$ cat config.mk
export PLATFORM = sky130hd
export DESIGN_NAME = hashfe_top
export DESIGN_NICKNAME = d
export VERILOG_FILES = /design/src/rtl/hashfe_pkg.sv /design/src/rtl/hashfe_bswap.sv /design/src/rtl/hashfe_seq.sv /design/src/rtl/hashfe_top.sv
export SDC_FILE = /design/constraint.sdc
export NUM_CORES = 2
export LEC_CHECK = 0
export BUFFER_PORTS_ARGS = -buffer_cell sky130_fd_sc_hd__buf_2
export CAP_MARGIN = 10
export CORE_AREA = 5 5 379 381
export DETAILED_ROUTE_END_ITERATION = 10
export DIE_AREA = 0 0 384 386
export PLACE_DENSITY_LB_ADDON = 0.2
export RECOVER_POWER = 50
export SLEW_MARGIN = 20
export SYNTH_ARGS = -nofsm -noshare
export SYNTH_HDL_FRONTEND = slang
export SYNTH_HIERARCHICAL = 1
export SYNTH_SLANG_ARGS = --single-unit
$ cat constraint.sdc
create_clock -name clk -period 4.4 [get_ports clk]
set_clock_uncertainty 0.1 [all_clocks]
set_input_delay 0.44 -clock clk [delete_from_list [all_inputs] [get_ports clk]]
set_output_delay 0.44 -clock clk [all_outputs]
set_load 0.05 [all_outputs]
$ cat src/rtl/hashfe_pkg.sv
package hashfe_pkg;
   localparam int DIG_WORDS = 5;
   localparam int LEN_W     = 27;
   localparam int WIN_WORDS = 16;

   localparam logic [7:0] OFS_DIGEST = 8'h00;
   localparam logic [7:0] OFS_COUNT  = 8'h14;
   localparam logic [7:0] OFS_CTRL   = 8'h18;
   localparam logic [7:0] OFS_DIN    = 8'h1C;
   localparam logic [7:0] OFS_REV    = 8'h5C;
   localparam logic [7:0] OFS_MASK   = 8'h60;
   localparam logic [7:0] OFS_STAT   = 8'h64;

   typedef enum logic [1:0] {
      SQ_IDLE,
      SQ_FILL,
      SQ_START,
      SQ_WAIT
   } sq_state_t;
endpackage

$ cat src/rtl/hashfe_bswap.sv
module hashfe_bswap #(
   parameter int WORDS = 5
) (
   input  logic                  en,
   input  logic [WORDS*32-1:0]   din,
   output logic [WORDS*32-1:0]   dout
);
   generate
      for (genvar w = 0; w < WORDS; w++) begin : g_word
         logic [31:0] wi;
         assign wi = din[w*32 +: 32];
         assign dout[w*32 +: 32] = en ? {wi[7:0], wi[15:8], wi[23:16], wi[31:24]} : wi;
      end
   endgenerate
endmodule

$ cat src/rtl/hashfe_seq.sv
module hashfe_seq
   import hashfe_pkg::*;
#(
   parameter int BLK_WORDS = 16
) (
   input  logic                    clk,
   input  logic                    rst_n,
   input  logic                    clr,
   input  logic                    ctrl_wr,
   input  logic                    ctrl_ack,
   input  logic                    ctrl_algo,
   input  logic                    ctrl_init,
   input  logic                    ctrl_close,
   input  logic [LEN_W-1:0]        ctrl_len,
   input  logic                    din_wr,
   input  logic [31:0]             din_wdata,
   input  logic                    cnt_wr,
   input  logic [31:0]             cnt_wdata,
   input  logic                    dma_en,
   input  logic                    core_done,
   output logic                    algo_q,
   output logic                    init_q,
   output logic                    close_q,
   output logic [LEN_W-1:0]        len_q,
   output logic                    out_rdy,
   output logic                    in_rdy,
   output logic                    busy,
   output logic                    chunk_done,
   output logic                    core_start,
   output logic [31:0]             core_count,
   output logic [31:0]             digcnt_q,
   output logic [BLK_WORDS*32-1:0] core_block,
   output logic                    dma_req
);
   localparam int CNT_W = $clog2(BLK_WORDS + 1);
   localparam int IDX_W = $clog2(BLK_WORDS);
   localparam logic [LEN_W:0]   BLK_CAP = (LEN_W+1)'(BLK_WORDS);
   localparam logic [CNT_W-1:0] BLK_CNT = CNT_W'(BLK_WORDS);

   generate
      if (BLK_WORDS < 2 || BLK_WORDS > WIN_WORDS) begin : g_bad_blk
         $error("hashfe_seq: BLK_WORDS out of range");
      end
   endgenerate

   sq_state_t        state;
   logic [CNT_W-1:0] wcnt, need, need_next;
   logic [LEN_W:0]   words_raw;
   logic [31:0]      base;
   logic [31:0]      blk [BLK_WORDS];
   logic [IDX_W-1:0] wr_idx;

   assign words_raw = ({1'b0, ctrl_len} + (LEN_W+1)'(3)) >> 2;
   assign need_next = (words_raw > BLK_CAP) ? BLK_CNT : words_raw[CNT_W-1:0];
   assign wr_idx    = wcnt[IDX_W-1:0];

   always_ff @(posedge clk or negedge rst_n) begin
      if (!rst_n) begin
         state    <= SQ_IDLE;
         algo_q   <= 1'b0;
         init_q   <= 1'b0;
         close_q  <= 1'b0;
         len_q    <= '0;
         out_rdy  <= 1'b0;
         digcnt_q <= '0;
         base     <= '0;
         need     <= '0;
         wcnt     <= '0;
         for (int i = 0; i < BLK_WORDS; i++) blk[i] <= '0;
      end else if (clr) begin
         state    <= SQ_IDLE;
         algo_q   <= 1'b0;
         init_q   <= 1'b0;
         close_q  <= 1'b0;
         len_q    <= '0;
         out_rdy  <= 1'b0;
         digcnt_q <= '0;
         base     <= '0;
         need     <= '0;
         wcnt     <= '0;
         for (int i = 0; i < BLK_WORDS; i++) blk[i] <= '0;
      end else begin
         if (ctrl_wr && ctrl_ack) out_rdy <= 1'b0;
         if (cnt_wr) digcnt_q <= cnt_wdata;
         case (state)
            SQ_IDLE: if (ctrl_wr) begin
               algo_q  <= ctrl_algo;
               init_q  <= ctrl_init;
               close_q <= ctrl_close;
               len_q   <= ctrl_len;
               base    <= ctrl_init ? 32'd0 : digcnt_q;
               need    <= need_next;
               wcnt    <= '0;
               for (int i = 0; i < BLK_WORDS; i++) blk[i] <= '0;
               if (ctrl_len != '0) state <= SQ_FILL;
            end
            SQ_FILL: if (din_wr) begin
               blk[wr_idx] <= din_wdata;
               wcnt        <= wcnt + CNT_W'(1);
               if ((wcnt + CNT_W'(1)) == need) state <= SQ_START;
            end
            SQ_START: state <= SQ_WAIT;
            SQ_WAIT: if (core_done) begin
               state    <= SQ_IDLE;
               out_rdy  <= 1'b1;
               digcnt_q <= base + 32'(len_q);
            end
            default: state <= SQ_IDLE;
         endcase
      end
   end

   assign in_rdy     = (state == SQ_FILL);
   assign busy       = (state != SQ_IDLE);
   assign core_start = (state == SQ_START);
   assign chunk_done = (state == SQ_WAIT) && core_done;
   assign dma_req    = in_rdy && dma_en;
   assign core_count = base;

   generate
      for (genvar k = 0; k < BLK_WORDS; k++) begin : g_flat
         assign core_block[k*32 +: 32] = blk[k];
      end
   endgenerate

   assert_start_pulse_R4: assert property (@(posedge clk) disable iff (!rst_n || clr)
      core_start |=> !core_start);
   assert_no_overflow_R4: assert property (@(posedge clk) disable iff (!rst_n || clr)
      (state == SQ_FILL) |-> (wcnt < need));
   assert_ready_cause_R7: assert property (@(posedge clk) disable iff (!rst_n || clr)
      $rose(out_rdy) |-> $past(core_done));
   assert_busy_hold_R9: assert property (@(posedge clk) disable iff (!rst_n || clr)
      (busy && ctrl_wr) |=> ($stable(len_q) && $stable(algo_q) && $stable(close_q)));
endmodule

$ cat src/rtl/hashfe_top.sv
module hashfe_top
   import hashfe_pkg::*;
#(
   parameter int         ADDR_W     = 8,
   parameter int         BLK_WORDS  = 16,
   parameter int         RST_CYCLES = 8,
   parameter logic [3:0] REV_MAJOR  = 4'h2,
   parameter logic [3:0] REV_MINOR  = 4'h1
) (
   input  logic                    clk,
   input  logic                    rst_n,
   input  logic                    bus_wr,
   input  logic [ADDR_W-1:0]       bus_addr,
   input  logic [31:0]             bus_wdata,
   output logic [31:0]             bus_rdata,
   output logic                    irq,
   output logic                    dma_req,
   output logic                    core_start,
   output logic                    core_algo,
   output logic                    core_init,
   output logic                    core_close,
   output logic [LEN_W-1:0]        core_len,
   output logic [31:0]             core_count,
   output logic [DIG_WORDS*32-1:0] core_digest_in,
   output logic [BLK_WORDS*32-1:0] core_block,
   input  logic                    core_done,
   input  logic [DIG_WORDS*32-1:0] core_digest_out
);
   localparam int RST_W    = $clog2(RST_CYCLES + 1);
   localparam int DIG_BITS = DIG_WORDS * 32;

   generate
      if (ADDR_W < 7) begin : g_bad_addr
         $error("hashfe_top: ADDR_W too narrow for the register map");
      end
      if (RST_CYCLES < 1) begin : g_bad_rst
         $error("hashfe_top: RST_CYCLES must be positive");
      end
   endgenerate

   logic                 hit_ctrl, hit_cnt, hit_din, hit_rev, hit_mask, hit_stat;
   logic [DIG_WORDS-1:0] hit_dig;
   logic                 mask_wr, clr;
   logic [RST_W-1:0]     srst_cnt;
   logic                 autoidle_q, irq_en_q, dma_en_q;
   logic [31:0]          dig [DIG_WORDS];
   logic [DIG_BITS-1:0]  dig_flat, dig_new;
   logic                 algo_q, init_q, close_q, out_rdy, in_rdy, busy, chunk_done;
   logic [LEN_W-1:0]     len_q;
   logic [31:0]          digcnt_q;
   int                   n_upd;

   assign hit_ctrl = (bus_addr == ADDR_W'(OFS_CTRL));
   assign hit_cnt  = (bus_addr == ADDR_W'(OFS_COUNT));
   assign hit_rev  = (bus_addr == ADDR_W'(OFS_REV));
   assign hit_mask = (bus_addr == ADDR_W'(OFS_MASK));
   assign hit_stat = (bus_addr == ADDR_W'(OFS_STAT));
   assign hit_din  = (bus_addr >= ADDR_W'(OFS_DIN)) &&
                     (bus_addr < ADDR_W'(OFS_DIN + 4*WIN_WORDS)) &&
                     (bus_addr[1:0] == 2'b00);

   generate
      for (genvar i = 0; i < DIG_WORDS; i++) begin : g_dig
         assign hit_dig[i] = (bus_addr == ADDR_W'(OFS_DIGEST + 4*i));
         assign dig_flat[i*32 +: 32] = dig[i];
      end
   endgenerate

   assign mask_wr = bus_wr && hit_mask;
   assign clr     = (srst_cnt != '0);

   always_ff @(posedge clk or negedge rst_n) begin
      if (!rst_n) begin
         srst_cnt   <= '0;
         autoidle_q <= 1'b0;
         irq_en_q   <= 1'b0;
         dma_en_q   <= 1'b0;
      end else if (mask_wr && bus_wdata[1]) begin
         srst_cnt   <= RST_W'(RST_CYCLES);
         autoidle_q <= 1'b0;
         irq_en_q   <= 1'b0;
         dma_en_q   <= 1'b0;
      end else if (clr) begin
         srst_cnt   <= srst_cnt - RST_W'(1);
      end else if (mask_wr) begin
         autoidle_q <= bus_wdata[0];
         irq_en_q   <= bus_wdata[2];
         dma_en_q   <= bus_wdata[3];
      end
   end

   assign n_upd = algo_q ? DIG_WORDS : DIG_WORDS - 1;

   always_ff @(posedge clk or negedge rst_n) begin
      if (!rst_n) begin
         for (int i = 0; i < DIG_WORDS; i++) dig[i] <= '0;
      end else if (clr) begin
         for (int i = 0; i < DIG_WORDS; i++) dig[i] <= '0;
      end else begin
         for (int i = 0; i < DIG_WORDS; i++) begin
            if (chunk_done && (i < n_upd)) dig[i] <= dig_new[i*32 +: 32];
            else if (bus_wr && hit_dig[i]) dig[i] <= bus_wdata;
         end
      end
   end

   hashfe_bswap #(.WORDS(DIG_WORDS)) i_swap_out (
      .en(algo_q), .din(dig_flat), .dout(core_digest_in));
   hashfe_bswap #(.WORDS(DIG_WORDS)) i_swap_in (
      .en(algo_q), .din(core_digest_out), .dout(dig_new));

   hashfe_seq #(.BLK_WORDS(BLK_WORDS)) i_seq (
      .clk(clk), .rst_n(rst_n), .clr(clr),
      .ctrl_wr(bus_wr && hit_ctrl), .ctrl_ack(bus_wdata[0]),
      .ctrl_algo(bus_wdata[2]), .ctrl_init(bus_wdata[3]),
      .ctrl_close(bus_wdata[4]), .ctrl_len(bus_wdata[31:5]),
      .din_wr(bus_wr && hit_din), .din_wdata(bus_wdata),
      .cnt_wr(bus_wr && hit_cnt), .cnt_wdata(bus_wdata),
      .dma_en(dma_en_q), .core_done(core_done),
      .algo_q(algo_q), .init_q(init_q), .close_q(close_q), .len_q(len_q),
      .out_rdy(out_rdy), .in_rdy(in_rdy), .busy(busy), .chunk_done(chunk_done),
      .core_start(core_start), .core_count(core_count), .digcnt_q(digcnt_q),
      .core_block(core_block), .dma_req(dma_req));

   assign core_algo  = algo_q;
   assign core_init  = init_q;
   assign core_close = close_q;
   assign core_len   = len_q;
   assign irq        = out_rdy && irq_en_q;

   always_comb begin
      bus_rdata = '0;
      if (hit_ctrl) bus_rdata = {len_q, close_q, init_q, algo_q, in_rdy, out_rdy};
      if (hit_cnt)  bus_rdata = digcnt_q;
      if (hit_rev)  bus_rdata = {24'd0, REV_MAJOR, REV_MINOR};
      if (hit_mask) bus_rdata = {28'd0, dma_en_q, irq_en_q, 1'b0, autoidle_q};
      if (hit_stat) bus_rdata = {31'd0, !clr};
      for (int i = 0; i < DIG_WORDS; i++)
         if (hit_dig[i]) bus_rdata = dig[i];
   end

   assert_srst_status_R10: assert property (@(posedge clk) disable iff (!rst_n)
      (mask_wr && bus_wdata[1]) |=> clr);
   assert_md5_word4_R6: assert property (@(posedge clk) disable iff (!rst_n || clr)
      (chunk_done && !algo_q && !(bus_wr && hit_dig[DIG_WORDS-1]))
      |=> $stable(dig[DIG_WORDS-1]));
   assert_busy_flag_R3: assert property (@(posedge clk) disable iff (!rst_n || clr)
      in_rdy |-> busy);
endmodule

==> flow_summary.ini <==
[status]
status = finished with violations
violations = capacitance limit, slew limit

[power_and_ir_drop]
peakVddDrop_uv = 345.2
leakagePower_nw = 22.70
power.density_mw_per_mm2 = 462.3

[timing]
setup_tns_ns = 0
rsz0062_at_grt = no
tightestPinTransition_ns = 3.244
max_freq_ghz = 0.2599
max-slew-margin-rel = -1.163
finalHoldViolations = 0
fin_crit_sh = 0.8746
final_max_slew_viol_count = 76
finalCriticalPeriod_ns = 3.848
finalSetupViolations = 0

[synthesis]
synth_flop_cell = dfrtp_1
synth_area_mm2 = 0.03926
avgSynthCellArea_um2 = 9.678
synth-simple-area-share = 0.1279
ys_seq_area_frac = 0.5011
synthMuxAreaShare = 0.1255
synthAdderAreaFrac = 0.01198
synth-compound-area-share = 0.1858
async_flop_share = 1.000
synthXorXnorAreaFrac = 0.007809
synth_edf_count = 0
syn_inst = 4056
ys_seq_elements = 786
ys_warn_count = 6
synth_cell_type_count = 79
syn_nets = 4297
synth_top_family_by_area = compound AO/OA/AOI/OAI gates

[global_routing]
grt_pass1_wl_um = 310300
grt_antenna_before_repair = 42
grt_use_total = 0.2992
overflow = 0
grt_pass1_vias = 35810
grt_start_max_net_pins = 95

[detailed_routing]
wl_per_cell_um = 33.30
ant_nets = 0
via_per_inst = 5.387
drc = 0
drt-total-wl_um = 231500
dr.pass1.iters = 6
vias = 37460
dr.first_iter.drc_count = 4184

[floorplan]
core_mm2 = 0.1402
io_pins = 973
num_rows = 138
die-area_mm2 = 0.1482
die_w_um = 384
die_h_um = 386
start_util = 0.2800

[hold_path]
hold_path.class = primary input to flip-flop

[layout]
area_growth_pct = 26.08
layout_commonest_cell = nand2_1
final_area_mm2 = 0.04949
nFillCells = 14840
multi_input_area_mm2 = 0.01814
mostFrequentLayoutCells = nand2_1, dfrtp_1, o21ai_0
final-seq-area_mm2 = 0.01967
layout-drive-gt1-share = 0.2517
fin_nets = 5218

[job]
cap_violations = 1

[cts]
clk_latency_ns = 0.71
cts_max_level = 3
cts_resized = 0
cts_sinks = 786
cts_tree = yes
cts_buffers = 95
clockBufferDepth = 3
cts-root-buf = clkbuf_16
cts_setup_buffers = 0
clkTransAtPathRegs_ns = 0.06

[worst_setup_path]
crit_required_ns = 3.86
cpMaxStageDelayCell = o21ai_0
start_kind = primary input
critical_path_class = primary input to output port
cp_max_fo = 20
worstSetupEndpointType = output port
worstPathArrival_ns = 3.31
path_cells = buf_2, buf_4, nand2b_1, nor2_2, buf_4, nand2_1, o21ai_0, a21oi_1, buf_2
cp_slowest_stage_delay_ns = 0.65

[placed_design]
placed_area_mm2 = 0.04671
globalplace.congestion = 0.9882
portBuffers = 972
dp_hpwl_um = 171300
==> worst paths after layout <==
| path | start | end | slack [ns] | cells past startpoint |
|---|---|---|---|---|
| worst min register to register | i_seq/core_block[439]$_DFFE_PN0P_ | i_seq/core_block[439]$_DFFE_PN0P_ | 0.37 | 2 |
| worst min-delay path | bus_wdata[21] | i_seq/len_q[16]$_DFFE_PN0P_ | 0.1 | 3 |
| max in group asynchronous | rst_n | i_seq/digcnt_q[12]$_DFF_PN0_ | 0.70 | 4 |
| min in group asynchronous | rst_n | dig[73]$_DFFE_PN0P_ | 1.18 | 2 |
| worst max-delay path | bus_addr[2] | bus_rdata[13] | 0.55 | 9 |
| worst max register to register | i_seq/len_q[0]$_DFFE_PN0P_ | i_seq/digcnt_q[28]$_DFF_PN0_ | 0.80 | 10 |
==> through the flow <==
stage | setup slack, ns | hold WS (ns) | util | std cells | power [mW]
6_report | 0.5517 | 0.09997 | 0.3530 | 6953 | 22.88
3_3_place_gp | 0.6401 | 0.3562 | 0.3332 | 6767 | 14.65
4_1_cts | 0.7342 | 0.02742 | 0.3567 | 6944 | 22.99
5_1_grt | 0.3570 | 0.06919 | 0.3529 | 6947 | 23.54
3_5_place_dp | 0.6204 | 0.3647 | 0.3332 | 6767 | 14.63
2_1_floorplan | 1.119 | 0.04441 | - | 4056 | 11.80
==> area by class of cell <==
type	count	area share
clock buffers	135	0.05552
clock inverters	39	0.01062
inverters	33	0.002756
multi-input cells	2909	0.3666
diodes	9	0.0004551
well taps	1890	0.04778
flip-flops and latches	786	0.3975
repair buffers	1152	0.1188
==> repair_timing <==
| action | in CTS | in global routing |
|---|---|---|
| setup endpoints to repair | 0 | 0 |
| hold buffers | 3 | 0 |
| endpoints found under the hold margin | 65 | 0 |
==> report_power, final <==
| group | leakage, nW | internal [mW] | total (mW) | switching, mW |
|---|---|---|---|---|
| combinational | 10.2 | 1.45 | 6.11 | 4.66 |
| clock | 1.59 | 4.75 | 8.29 | 3.54 |
| sequential | 10.9 | 7.61 | 8.48 | 0.870 |
==> registers in the layout, indices dropped and copies added (netlist names), 2 cells and up <==
register          cells
i_seq/core_block    512
dig                 160
i_seq/core_count     32
i_seq/digcnt_q       32
i_seq/len_q          27
i_seq/need            5
i_seq/wcnt            5
srst_cnt              4
i_seq/state           2
==> routing by layer <==
layer / up-vias / routed length (um) / GRT usage
li1: 16110 / - / -
met1: 18860 / 93930 / 0.3876
met2: 1978 / 101700 / 0.4560
met3: 494 / 19560 / 0.06953
met4: 10 / 16290 / 0.1770
met5: - / 63 / 0
==> worst max-delay path: cells and delay by family <==
| family | cells | cell delay (ns) |
|---|---|---|
| buffers and inverters | 4 | 1.26 |
| AOI/OAI and AO/OA | 2 | 0.96 |
| and+or+nand+nor | 3 | 0.59 |
==> Yosys cell counts, types with 5 or more instances <==
cell / number / area share
nand2_1: 926 / 0.089
dfrtp_1: 786 / 0.50
o21ai_0: 621 / 0.079
clkbuf_1: 273 / 0.026
a21oi_1: 246 / 0.031
mux2_4: 200 / 0.076
o31ai_1: 162 / 0.031
nor2_1: 124 / 0.012
mux2_2: 122 / 0.035
mux2i_1: 55 / 0.014
o22ai_1: 54 / 0.0086
nor2b_1: 44 / 0.0070
ha_1: 36 / 0.011
a211oi_1: 33 / 0.0063
inv_1: 32 / 0.0031
buf_2: 28 / 0.0036
a221oi_1: 26 / 0.0058
buf_6: 24 / 0.0069
o22a_1: 23 / 0.0051
nand3_1: 20 / 0.0025
nor3_1: 20 / 0.0025
xnor2_1: 18 / 0.0040
xor2_1: 17 / 0.0038
a21o_1: 14 / 0.0027
a31oi_1: 10 / 0.0016
and3_1: 10 / 0.0016
nand2b_1: 10 / 0.0016
and2_1: 8 / 0.0013
nand4_1: 8 / 0.0013
nor4_1: 8 / 0.0013
a22o_1: 6 / 0.0013
a32o_1: 5 / 0.0013
o211ai_1: 5 / 0.00096
==> kinds of logic after synthesis <==
family	after synthesis
buffers and inverters	361
multiplexers	377
AO/OA/AOI/OAI	1249
flip-flops	786
adder cells (fa/ha/maj)	37
XOR/XNOR	35
AND/OR/NAND/NOR	1211
Note: power is estimated with default switching activity, not from simulation.
